**src/rtl/sirq_pkg.sv**
```systemverilog
package sirq_pkg;
    localparam int unsigned N_LINE  = 4;
    localparam int unsigned LINE_W  = $clog2(N_LINE);

    typedef enum logic [0:0] {
        MODE_AGGR  = 1'b0,
        MODE_STEER = 1'b1
    } sirq_mode_e;
endpackage

```
**src/rtl/sirq_level_copy.sv**
```systemverilog
module sirq_level_copy #(
    parameter int unsigned N_DEV = 8
) (
    input  logic             clk,
    input  logic             rst_n,
    input  logic [N_DEV-1:0] dev_irq_i,
    output logic [N_DEV-1:0] lvl_q_o
);
    always_ff @(posedge clk) begin
        if (!rst_n) lvl_q_o <= '0;
        else        lvl_q_o <= dev_irq_i;
    end
endmodule

```
**src/rtl/sirq_status_bank.sv**
```systemverilog
module sirq_status_bank #(
    parameter int unsigned N_DEV = 8
) (
    input  logic             clk,
    input  logic             rst_n,
    input  logic [N_DEV-1:0] lvl_i,
    input  logic             clr_valid_i,
    input  logic [N_DEV-1:0] clr_bits_i,
    input  logic [N_DEV-1:0] eoi_hit_i,
    output logic [N_DEV-1:0] status_o
);
    logic [N_DEV-1:0] status_q;

    for (genvar i = 0; i < N_DEV; i++) begin : g_bit
        logic drop_req;
        assign drop_req = (clr_valid_i && clr_bits_i[i]) || eoi_hit_i[i];
        always_ff @(posedge clk) begin
            if (!rst_n)         status_q[i] <= 1'b0;
            else if (lvl_i[i])  status_q[i] <= 1'b1;
            else if (drop_req)  status_q[i] <= 1'b0;
        end
    end

    assign status_o = status_q;

    // a high level copy always leaves its status bit set on the next edge
    assert_clear_blocked_R4: assert property (@(posedge clk) disable iff (!rst_n)
        1'b1 |=> ((status_q & $past(lvl_i)) == $past(lvl_i)));

    // with no clear and no EOI, no set bit ever falls
    assert_sticky_R2: assert property (@(posedge clk) disable iff (!rst_n)
        (!clr_valid_i && (eoi_hit_i == '0)) |=> ((status_q & $past(status_q)) == $past(status_q)));
endmodule

```
**src/rtl/sirq_line_router.sv**
```systemverilog
module sirq_line_router
    import sirq_pkg::*;
#(
    parameter int unsigned N_DEV = 8,
    parameter int unsigned N_INT = 2
) (
    input  logic                    clk,
    input  logic                    rst_n,
    input  logic                    steer_en_i,
    input  logic [N_DEV-1:0]        status_i,
    input  logic [N_DEV-1:0]        mask_i,
    input  logic [LINE_W*N_DEV-1:0] route_i,
    input  logic [N_INT-1:0]        int_irq_i,
    output logic                    host_irq_o,
    output logic [N_LINE-1:0]       line_irq_o
);
    logic [N_DEV-1:0] armed;
    assign armed = status_i & mask_i;

    for (genvar k = 0; k < N_LINE; k++) begin : g_line
        logic [N_DEV-1:0] hit;
        for (genvar i = 0; i < N_DEV; i++) begin : g_dev
            assign hit[i] = armed[i] && (route_i[LINE_W*i +: LINE_W] == LINE_W'(k));
        end
        assign line_irq_o[k] = steer_en_i && (|hit);
    end

    assign host_irq_o = (|int_irq_i) || (!steer_en_i && (|armed));

    // in steering mode, device status never reaches the host line
    assert_host_isolated_R6: assert property (@(posedge clk) disable iff (!rst_n)
        (steer_en_i && (int_irq_i == '0)) |-> !host_irq_o);
endmodule

```
**src/rtl/sirq_status_ctrl.sv**
```systemverilog
module sirq_status_ctrl
    import sirq_pkg::*;
#(
    parameter int unsigned N_DEV = 8,
    parameter int unsigned N_INT = 2
) (
    input  logic                    clk,
    input  logic                    rst_n,
    input  logic [N_DEV-1:0]        dev_irq_i,
    input  logic [N_INT-1:0]        int_irq_i,
    input  logic                    mode_steer_i,
    input  logic [N_DEV-1:0]        irq_mask_i,
    input  logic [LINE_W*N_DEV-1:0] route_map_i,
    input  logic                    clr_valid_i,
    input  logic [N_DEV-1:0]        clr_bits_i,
    input  logic                    eoi_valid_i,
    input  logic [LINE_W-1:0]       eoi_line_i,
    output logic [N_DEV-1:0]        status_o,
    output logic                    host_irq_o,
    output logic [N_LINE-1:0]       line_irq_o
);
    sirq_mode_e state_q, state_d;
    logic       steer_en;

    always_ff @(posedge clk) begin
        if (!rst_n) state_q <= MODE_AGGR;
        else        state_q <= state_d;
    end

    always_comb begin
        state_d = state_q;
        unique case (state_q)
            MODE_AGGR:  if (mode_steer_i)  state_d = MODE_STEER;
            MODE_STEER: if (!mode_steer_i) state_d = MODE_AGGR;
            default:    state_d = MODE_AGGR;
        endcase
    end

    always_comb begin
        steer_en = (state_q == MODE_STEER);
    end

    logic [N_DEV-1:0] lvl_q;
    logic [N_DEV-1:0] eoi_hit;

    for (genvar i = 0; i < N_DEV; i++) begin : g_eoi
        assign eoi_hit[i] = steer_en && eoi_valid_i &&
                            (route_map_i[LINE_W*i +: LINE_W] == eoi_line_i);
    end

    sirq_level_copy #(.N_DEV(N_DEV)) u_lvl (
        .clk(clk), .rst_n(rst_n), .dev_irq_i(dev_irq_i), .lvl_q_o(lvl_q)
    );

    sirq_status_bank #(.N_DEV(N_DEV)) u_bank (
        .clk(clk), .rst_n(rst_n), .lvl_i(lvl_q),
        .clr_valid_i(clr_valid_i), .clr_bits_i(clr_bits_i),
        .eoi_hit_i(eoi_hit), .status_o(status_o)
    );

    sirq_line_router #(.N_DEV(N_DEV), .N_INT(N_INT)) u_route (
        .clk(clk), .rst_n(rst_n), .steer_en_i(steer_en),
        .status_i(status_o), .mask_i(irq_mask_i), .route_i(route_map_i),
        .int_irq_i(int_irq_i), .host_irq_o(host_irq_o), .line_irq_o(line_irq_o)
    );

    // an EOI in single-line mode (without a clear) drops no status bit
    assert_eoi_ignored_R9: assert property (@(posedge clk) disable iff (!rst_n)
        (state_q == MODE_AGGR && eoi_valid_i && !clr_valid_i)
        |=> ((status_o & $past(status_o)) == $past(status_o)));

    // the steered lines stay quiet while single-line mode is active
    assert_lines_quiet_R5: assert property (@(posedge clk) disable iff (!rst_n)
        (state_q == MODE_AGGR) |-> (line_irq_o == '0));
endmodule

```
**config.mk**
```make
export PLATFORM = sky130hd
export DESIGN_NAME = sirq_status_ctrl
export DESIGN_NICKNAME = d
export VERILOG_FILES = /design/src/rtl/sirq_pkg.sv /design/src/rtl/sirq_level_copy.sv /design/src/rtl/sirq_status_bank.sv /design/src/rtl/sirq_line_router.sv /design/src/rtl/sirq_status_ctrl.sv
export SDC_FILE = /design/constraint.sdc
export NUM_CORES = 1
export LEC_CHECK = 0
export BUFFER_PORTS_ARGS = -buffer_cell sky130_fd_sc_hd__buf_2
export CORE_UTILIZATION = 38
export DETAILED_ROUTE_END_ITERATION = 12
export GPL_TIMING_DRIVEN = 1
export PLACE_DENSITY_LB_ADDON = 0.2
export SYNTH_ARGS = -nofsm -noshare
export SYNTH_HDL_FRONTEND = slang
export SYNTH_SLANG_ARGS = --single-unit
```
**constraint.sdc**
```tcl
create_clock -name clk -period 1.5 [get_ports clk]
set_clock_uncertainty 0.05 [all_clocks]
set_input_delay 0.225 -clock clk [delete_from_list [all_inputs] [get_ports clk]]
set_output_delay 0.225 -clock clk [all_outputs]
set_load 0.01 [all_outputs]
```
==> results of run 1 <==
## registers in the layout (all words and copies together) (netlist names)
| register | count |
|---|---|
| u_bank.status_o | 8 |
| u_lvl.lvl_q_o | 8 |
| state_q | 1 |
## worst max-delay path, stage by stage (launching register included)
cell and delay, ns:
dfxtp_2 0.36, nand2_2 0.07, o32a_1 0.30, a41oi_2 0.18, buf_2 0.15
## cells by family (layout without fill, tap and decap cells)
group           count (synthesis)  count (layout)  share of synthesized area, %
compound gates                 38              38                          23.0
xor+xnor                       16              16                          13.1
buf+inv                         9              76                          3.64
flops                          17              17                          31.9
simple gates                   61              61                          28.3
## repair_timing
item	4_1_cts	5_1_grt
pin swaps	4	1
setup endpoints to repair	5	5
cloned	0	0
hold endpoints to repair	0	0
gates resized for setup	18	13
buffers inserted	5	0
## cells in the mapped netlist, drive strengths merged (4+ instances only)
library cell  instances
dfxtp                17
nand2                 9
and2                  9
a21boi                8
nor2                 11
a21oi                 9
nand4                 7
nor3                 16
xor2                  8
o22ai                 4
nand3                 8
xnor2                 8
inv                   6
o21ai                 9
## cells in the final DEF (no fill, tap or decap), types with 8 or more instances in the layout
cell type / synthesis / final
xor2_1: 8 / 8
a21oi_1: 9 / 9
xnor2_1: 8 / 8
buf_2: 1 / 61
a21boi_0: 8 / 8
nor3_1: 16 / 10
o21ai_0: 9 / 8
nor2_1: 11 / 10
and2_1: 9 / 9
dfxtp_1: 17 / 9
## stage by stage
step / cells / util [%] / setup TNS [ns]
after floorplan: 141 / - / 0
after global placement: 229 / 54.2 / 0
after detailed placement: 229 / 54.2 / 0
after CTS: 238 / 58.8 / -0.416
after global routing: 238 / 61.0 / -0.722
final: 238 / 61.0 / -0.427
## path summary, 6_finish.rpt
path | start | slack, ns | to
max reg2reg | state_q | 0.39 | u_bank.status_o[6]
max | u_bank.status_o[7] | -0.14 | line_irq_o[2]
min | mode_steer_i | 0.07 | state_q
min reg2reg | u_lvl.lvl_q_o[1] | 0.50 | u_bank.status_o[1]
## where the power goes
| part | switching [mW] | internal, mW | total [mW] |
|---|---|---|---|
| registers | 0.0219 | 0.480 | 0.501 |
| clock network | 0.163 | 0.104 | 0.266 |
| logic | 0.154 | 0.133 | 0.286 |
## metal layers
| layer | vias up | share of wire (%) |
|---|---|---|
| met2 | 77 | 48 |
| met4 | 0 | 2.9 |
| li1 | 647 | - |
| met5 | - | 0 |
| met3 | 11 | 8.6 |
| met1 | 566 | 40 |
## final cells by class
cell class / count / area, um^2
Sequential cell: 17 / 355
Fill cell: 259 / 1000
Multi-Input combinational cell: 115 / 781
Inverter: 6 / 22.5
Tap cell: 30 / 37.5
Clock buffer: 4 / 26.3
Timing Repair Buffer: 66 / 343
==> results.txt, run 1 <==
Clock root buffer master -> clkbuf_4
Worst Reg-to-Reg Cells -> 3
Biggest area consumer among synthesized cells -> dfxtp_1
CTS tree -> done
Leading register cell type out of synthesis -> dfxtp_1
Num rows -> 18
DRT Pass-1 Iters -> 4
Max Freq -> 0.612 GHz
Async SR Flop Fraction -> 0%
Syn Nets -> 190
Antenna Nets Post-Route -> 0
Initial core utilization -> 41.5%
Hold-fix buffers, CTS -> 0
GR peak layer -> met2
Total power -> 1.05 mW
Hold depth -> 2
CP Data Arrival Time -> 1.36 ns
Critical Path Sink Type -> primary output
DR WL/cell -> 14.8 um
Final min period -> 1.64 ns
H-tree Lvls -> 1
Library cells used by synthesis -> 23
Setup WS post-layout -> -0.135 ns
GR met1 Demand/Resource -> 28.2%
Grt total ovfl -> 0
Met3 usage -> 4.10%
Yosys reg bits -> 17
TritonCTS buffer count -> 3
Yosys warnings -> 0
Antenna diodes -> 0
Post-route DRC -> 0
EDFF count, synth -> 0
Pin count of the biggest net entering global routing -> 18
Die X -> 55.0 um
Post-synthesis average cell area -> 7.56 um^2
# IOs -> 62
RSZ-0062 raised after global routing -> true
Via count -> 1,301
Via density per instance -> 5.47
First-pass GRT wire length -> 5310 um
Dpl cell area -> 1390 um^2
Post-route clock period utilization -> 109%
Largest fanout on the critical path -> 3
Hold_ws -> 0.0665 ns
Failing checks -> negative setup slack
Mapped Cells -> 141
Synthesized area -> 1070 um^2
Fraction of layout cells with a size suffix above 1 -> 46.6%
WP data required -> 1.22 ns
Die area -> 3020 um^2
Worst-path clk slew -> 0.11 ns
Worst setup SP type -> flip-flop
PortBufs -> 61
Sequential fraction of the synthesis area -> 31.9%
GP Congestion -> 0.861
Final setup vio count -> 5
Antenna violations before repair -> 0
Slew Limit Fails -> 0
Post-route cell area -> 1570 um^2
Met2 global-route usage -> 44.8%
Pwr per Cell Area -> 673 nW/um^2
Final WL -> 3520 um
Setup CP Type -> reg2out
Final hold violation count -> 0
Max-Slew Margin vs Limit -> 76.3%
# Max-Cap Violations -> 0
Vias in the first global route -> 1,289
DP HPWL -> 2540 um
Clock Path Buffers -> 2
GRT Util Overall -> 25.0%
Yosys top cell area share -> 31.9%
Tightest Hold Check Type -> in2reg
P&R area growth vs syn -> 46.8%
Maximum VDD drop -> 0.000579 V
Core area -> 2570 um^2
Outcome -> complete, but fails checks
Worst-margin pin slew -> 0.355 ns
Pre-CTS WS -> 0.100 ns
DIE HEIGHT -> 55.0 um
Cell leakage power -> 0.671 nW
Skew-Pair Late Insertion Delay -> 0.30 ns
Initial DRC Count -> 43
Area contributors post-synth -> dfxtp_1, nor3_1, xnor2_1, xor2_1, a21boi_0
Total clock sinks -> 17
Nets -> 258
Note: power is estimated with default switching activity, not from simulation.
==> run 2: changes to the inputs <==
==> constraint.sdc (replaced) <==
create_clock -name clk -period 1.51 [get_ports clk]
set_clock_uncertainty 0.05 [all_clocks]
set_input_delay 0.2265 -clock clk [delete_from_list [all_inputs] [get_ports clk]]
set_output_delay 0.2265 -clock clk [all_outputs]
set_load 0.01 [all_outputs]
==> run 2 against run 1 <==
- highest routed layer unchanged
- global-route usage fell by 0.81 points
- critical path type unchanged
- largest cell class unchanged
- final area fell by 0.32%
- critical endpoint unchanged
- the run still ends with negative setup slack left
- setup slack got worse by 0.041 ns
- worst hold slack improved by 0.0060 ns
==> results.txt, run 2 (same netlist as run 1, synthesis figures left out) <==
Slew Limit Fails -> 0 (unchanged)
TritonCTS buffer count -> 3 (unchanged)
DIE HEIGHT -> 55.0 um (unchanged)
Setup WS post-layout -> -0.177 ns (was -0.135 ns)
Die area -> 3020 um^2 (unchanged)
Final core occ -> 60.8% (was 61.0%)
Failing checks -> negative setup slack (unchanged)
FF+latch area -> 355 um^2 (unchanged)
Flop2flop setup slack -> 0.38 ns (was 0.39 ns)
Max Freq -> 0.593 GHz
Worst-path clk slew -> 0.10 ns (was 0.11 ns)
Most common cell after layout, fill and taps aside -> buf_2 (unchanged)
Antenna diodes -> 0 (unchanged)
Via density per instance -> 5.52 (was 5.47)
GP Congestion -> 0.864 (was 0.861)
Max-Slew Margin vs Limit -> 74.7% (was 76.3%)
Die X -> 55.0 um (unchanged)
P_sw -> 0.331 mW (was 0.338 mW)
Final min period -> 1.69 ns
Logic gate share of total power -> 27.2% (about the same)
Critical Path Sink Type -> primary output (unchanged)
Clock group share of total power -> 24.8% (was 25.3%)
Antenna violations before repair -> 0 (unchanged)
Hold EP -> u_lvl.lvl_q_o[7] (was state_q)
Total clock sinks -> 17 (unchanged)
Pre-CTS WS -> 0.114 ns (was 0.100 ns)
Outcome -> complete, but fails checks (unchanged)
GR met1 Demand/Resource -> 28.3% (was 28.2%)
H-tree Lvls -> 1 (unchanged)
FF-to-FF Start -> state_q (unchanged)
DR WL/cell -> 14.6 um (was 14.8 um)
Cell-internal power -> 0.709 mW (was 0.716 mW)
Final setup vio count -> 4 (was 5)
Met3 usage -> 7.10% (was 4.10%)
Clock Path Buffers -> 2 (unchanged)
GR peak layer -> met2 (unchanged)
# fillers -> 256 (was 259)
CTS tree -> done (unchanged)
Cell leakage power -> 0.677 nW (was 0.671 nW)
DP HPWL -> 2570 um (was 2540 um)
Multi-input logic area -> 791 um^2 (was 781 um^2)
Maximum VDD drop -> 0.000561 V (was 0.000579 V)
Post-route cell area -> 1560 um^2 (was 1570 um^2)
Pin count of the biggest net entering global routing -> 18 (unchanged)
Antenna Nets Post-Route -> 0 (unchanged)
Grt total ovfl -> 0 (unchanged)
Dpl cell area -> 1390 um^2 (unchanged)
Setup TNS Final -> -0.324 ns (was -0.427 ns)
Pwr per Cell Area -> 667 nW/um^2 (was 673 nW/um^2)
Sw Ratio -> 31.8% (was 32.1%)
GRT Util Overall -> 24.1% (was 25.0%)
Vias in the first global route -> 1,205 (was 1,289)
Post-route clock period utilization -> 112%
Clock root buffer master -> clkbuf_4 (unchanged)
Core area -> 2570 um^2 (unchanged)
Setup CP Type -> reg2out (unchanged)
CP Data Arrival Time -> 1.41 ns (was 1.36 ns)
Worst-margin pin slew -> 0.379 ns (was 0.355 ns)
Skew-Pair Late Insertion Delay -> 0.30 ns (about the same)
Met2 global-route usage -> 43.2% (was 44.8%)
Via count -> 1,303 (was 1,301)
Worst Reg-to-Reg Cells -> 3 (unchanged)
Fin cells -> 236 (was 238)
Post-route DRC -> 0 (unchanged)
Initial core utilization -> 41.5% (unchanged)
Register share of total power -> 48.1% (was 47.6%)
# IOs -> 62 (unchanged)
Nets -> 256 (was 258)
# Max-Cap Violations -> 0 (unchanged)
PortBufs -> 61 (unchanged)
Worst setup SP type -> flip-flop (unchanged)
RSZ-0062 raised after global routing -> true (unchanged)
Commonest cells after routing, fill and taps aside -> buf_2, nor2_1 (was buf_2, nor3_1, nor2_1)
Num rows -> 18 (unchanged)
Final WL -> 3460 um (was 3520 um)
WP data required -> 1.23 ns (was 1.22 ns)
Tightest Hold Check Type -> in2reg (unchanged)
P&R area growth vs syn -> 46.4% (was 46.8%)
Initial DRC Count -> 41 (was 43)
Hold depth -> 2 (unchanged)
First-pass GRT wire length -> 5150 um (was 5310 um)
Fraction of layout cells with a size suffix above 1 -> 47.1% (was 46.6%)
FF-to-FF End -> u_bank.status_o[7] (was u_bank.status_o[6])
DRT Pass-1 Iters -> 4 (unchanged)
Placed Cells -> 229 (unchanged)
Largest fanout on the critical path -> 4 (was 3)
HP Start -> dev_irq_i[7] (was mode_steer_i)
Final hold violation count -> 0 (unchanged)
[run 2: changes by cell type in the layout (fill, tap and decap cells not counted), sizes merged]
cell  delta
buf      -2
[run 2: cell type report]
cell class	instances	share of cell area [%]
inverters	6	1.44
flip-flops and latches	17	22.8
repair buffers	64	21.0
clock buffers	4	1.68
well taps	30	2.41
multi-input cells	115	50.7
[run 2: through the flow]
stage	hold WS (ns)	total power, mW
floorplan	0.298	0.624
global placement	0.380	0.749
detailed placement	0.384	0.758
CTS	0.0732	1.03
global route	0.0752	1.09
finish	0.0726	1.04
[run 2: worst max-delay path by stage]
stage / slack, ns / startpoint / to / cells past startpoint
finish: -0.18 / u_bank.status_o[6] / line_irq_o[2] / 5
global route: -0.19 / u_bank.status_o[6] / line_irq_o[2] / 5
CTS: -0.13 / u_bank.status_o[7] / line_irq_o[2] / 4
detailed placement: 0.11 / u_bank.status_o[0] / line_irq_o[2] / 4
global placement: 0.16 / u_bank.status_o[0] / line_irq_o[2] / 4
floorplan: 0.17 / u_bank.status_o[0] / line_irq_o[2] / 3
[run 2: power by group through the flow]
stage	combinational, mW	sequential (mW)	clock [mW]
global placement	0.246	0.503	0
detailed placement	0.253	0.506	0
global route	0.312	0.503	0.277
CTS	0.266	0.499	0.263
finish	0.283	0.500	0.258
floorplan	0.115	0.508	0
[run 2: per-layer routing]
| metal | vias up | part of all wire [%] |
|---|---|---|
| met4 | 0 | 1.0 |
| li1 | 641 | - |
| met2 | 54 | 50 |
| met1 | 604 | 42 |
| met3 | 4 | 7.4 |
| met5 | - | 0 |
[run 2: repair_timing]
action	CTS	global route
setup endpoints to repair	5	5
buffers inserted	1	2
hold buffers	0	0
pin swaps	3	4
gates cloned	0	0
resized for setup	20	15
[run 2: worst max-delay path, cell delays in order (launching register included)]
cell     delay, ns
dfxtp_4       0.38
nand2_4       0.07
nor2_1        0.05
a22oi_1       0.32
a41oi_2       0.15
buf_2         0.16
==> run 3: changes to the inputs <==
--- a/config.mk
+++ b/config.mk
@@ -9,7 +9,8 @@
 export CORE_UTILIZATION = 38
 export DETAILED_ROUTE_END_ITERATION = 12
 export GPL_TIMING_DRIVEN = 1
-export PLACE_DENSITY_LB_ADDON = 0.2
+export PLACE_DENSITY = 0.8
+export SKIP_LAST_GASP = 1
 export SYNTH_ARGS = -nofsm -noshare
 export SYNTH_HDL_FRONTEND = slang
 export SYNTH_SLANG_ARGS = --single-unit
==> run 3 against run 2 <==
- the run still ends with negative setup slack left
- power rose by 3.2%
- sequential cell count did not move
- routed wire length rose by 9.1%
- cell count rose by 1.7%
- sequential power barely moved
- setup slack got worse by 0.0064 ns
- first-iteration DRC count rose by 76%
- largest cell class unchanged
- largest power group unchanged
- highest routed layer unchanged
==> results.txt, run 3 (same netlist as run 1, synthesis figures left out) <==
Most common cell after layout, fill and taps aside -> buf_2 (unchanged)
Via count -> 1,391 (was 1,303)
# Max-Cap Violations -> 0 (unchanged)
Outcome -> complete, but fails checks (unchanged)
Core area -> 2570 um^2 (unchanged)
Skew-Pair Late Insertion Delay -> 0.31 ns (was 0.30 ns)
Max-Slew Margin vs Limit -> 77.5% (was 74.7%)
Pin count of the biggest net entering global routing -> 18 (unchanged)
Slowest cell on crit path -> dfxtp_4 (unchanged)
Setup CP Type -> reg2out (unchanged)
GP Congestion -> 0.994 (was 0.864)
Pwr per Cell Area -> 651 nW/um^2 (was 667 nW/um^2)
Worst setup SP type -> flip-flop (unchanged)
# IOs -> 62 (unchanged)
Clock root buffer master -> clkbuf_4 (unchanged)
Failing checks -> negative setup slack (unchanged)
Placed Cells -> 229 (unchanged)
Initial DRC Count -> 72 (was 41)
CP Data Arrival Time -> 1.42 ns (was 1.41 ns)
Num rows -> 18 (unchanged)
Antenna Nets Post-Route -> 0 (unchanged)
Critical Path Sink Type -> primary output (unchanged)
Fin cells -> 240 (was 236)
Worst Reg-to-Reg Cells -> 3 (unchanged)
CTS tree -> done (unchanged)
Final WL -> 3770 um (was 3460 um)
Antenna diodes -> 0 (unchanged)
Worst-path clk slew -> 0.11 ns (was 0.10 ns)
Die area -> 3020 um^2 (unchanged)
Maximum VDD drop -> 0.000482 V (was 0.000561 V)
Setup TNS Final -> -0.552 ns (was -0.324 ns)
Initial core utilization -> 41.5% (unchanged)
WP data required -> 1.23 ns (about the same)
Max Freq -> 0.591 GHz (was 0.593 GHz)
Final core occ -> 64.2% (was 60.8%)
CP bufs+invs -> 1 (unchanged)
CP Cell Sequence -> nand2_4 > o32a_1 > a41oi_2 > buf_2 (was nand2_4 > nor2_1 > a22oi_1 > a41oi_2 > buf_2)
Setup WS post-layout -> -0.183 ns (was -0.177 ns)
Post-route DRC -> 0 (unchanged)
Via density per instance -> 5.80 (was 5.52)
Tightest Hold Check Type -> in2reg (unchanged)
Hold depth -> 2 (unchanged)
DR WL/cell -> 15.7 um (was 14.6 um)
Commonest cells after routing, fill and taps aside -> buf_2, nor2_1, a21oi_1, and2_1, dfxtp_1 (was buf_2, nor2_1)
Largest stage delay, worst path -> 0.38 ns (about the same)
Worst-margin pin slew -> 0.336 ns (was 0.379 ns)
Final setup vio count -> 5 (was 4)
Final hold violation count -> 0 (unchanged)
DIE HEIGHT -> 55.0 um (unchanged)
H-tree Lvls -> 1 (unchanged)
Final min period -> 1.69 ns (about the same)
CP delay by family, top -> compound AO/OA/AOI/OAI gates (unchanged)
Post-route clock period utilization -> 112% (about the same)
DRT Pass-1 Iters -> 4 (unchanged)
Nets -> 260 (was 256)
P&R area growth vs syn -> 54.7% (was 46.4%)
Grt total ovfl -> 0 (unchanged)
TritonCTS buffer count -> 3 (unchanged)
Antenna violations before repair -> 0 (unchanged)
CP Depth -> 4 (was 5)
Vias in the first global route -> 1,218 (was 1,205)
PortBufs -> 61 (unchanged)
DP HPWL -> 2490 um (was 2570 um)
Cell leakage power -> 0.699 nW (was 0.677 nW)
First-pass GRT wire length -> 5310 um (was 5150 um)
Clock Path Buffers -> 2 (unchanged)
Die X -> 55.0 um (unchanged)
GRT Util Overall -> 25.7% (was 24.1%)
Largest fanout on the critical path -> 3 (was 4)
Total clock sinks -> 17 (unchanged)
Slew Limit Fails -> 0 (unchanged)
RSZ-0062 raised after global routing -> true (unchanged)
Fraction of layout cells with a size suffix above 1 -> 51.4% (was 47.1%)
## run 3: where the power goes
group	internal, mW	switching, mW	total [mW]
Sequential	0.476	0.0224	0.499
Clock	0.103	0.161	0.265
Combinational	0.142	0.168	0.310
Total	0.721	0.352	1.07
## run 3: cell type report
| cell class | count | area (um^2) |
|---|---|---|
| multi-input combinational | 115 | 842 |
| sequential | 17 | 355 |
| clock buffer | 4 | 26.3 |
| timing repair buffer | 68 | 365 |
| tap | 30 | 37.5 |
| inverter | 6 | 22.5 |
| fill | 247 | 918 |
## run 3: path summary, 6_finish.rpt
check	slack [ns]	end	start
max	-0.18	line_irq_o[2]	u_bank.status_o[0]
min	0.06	u_lvl.lvl_q_o[6]	dev_irq_i[6]
max reg2reg	0.38	u_bank.status_o[5]	state_q
min reg2reg	0.49	u_bank.status_o[6]	u_lvl.lvl_q_o[6]
## run 3: worst register-to-register path: cells and delay by family (launching register included)
family | cells | cell delay, ns
AO/OA/AOI/OAI | 1 | 0.12
AND/OR/NAND/NOR | 2 | 0.49
flip-flops | 1 | 0.36
## run 3: what timing repair did
| action | CTS | global route |
|---|---|---|
| pin swaps | 6 | 14 |
| setup endpoints to repair | 5 | 5 |
| setup buffers | 4 | 3 |
| hold buffers | 0 | 0 |
| resized for setup | 24 | 20 |
## run 3: metal layers
metal  track usage (%)  up-vias  wire length, um
met1              30.2      646             1560
li1                  -      654                -
met2              46.0       85             1800
met5                 0        -                0
met3              6.56        6              374
met4              6.67        0               38
## run 3: through the flow
stage | instance area [um^2] | setup slack, ns | power [mW] | hold WS, ns
global placement | 1390 | 0.0724 | 0.753 | 0.378
detailed placement | 1390 | 0.0619 | 0.756 | 0.381
finish | 1650 | -0.183 | 1.07 | 0.0595
CTS | 1530 | -0.143 | 1.03 | 0.0648
floorplan | 1070 | 0.174 | 0.624 | 0.298
global route | 1650 | -0.226 | 1.13 | 0.0523
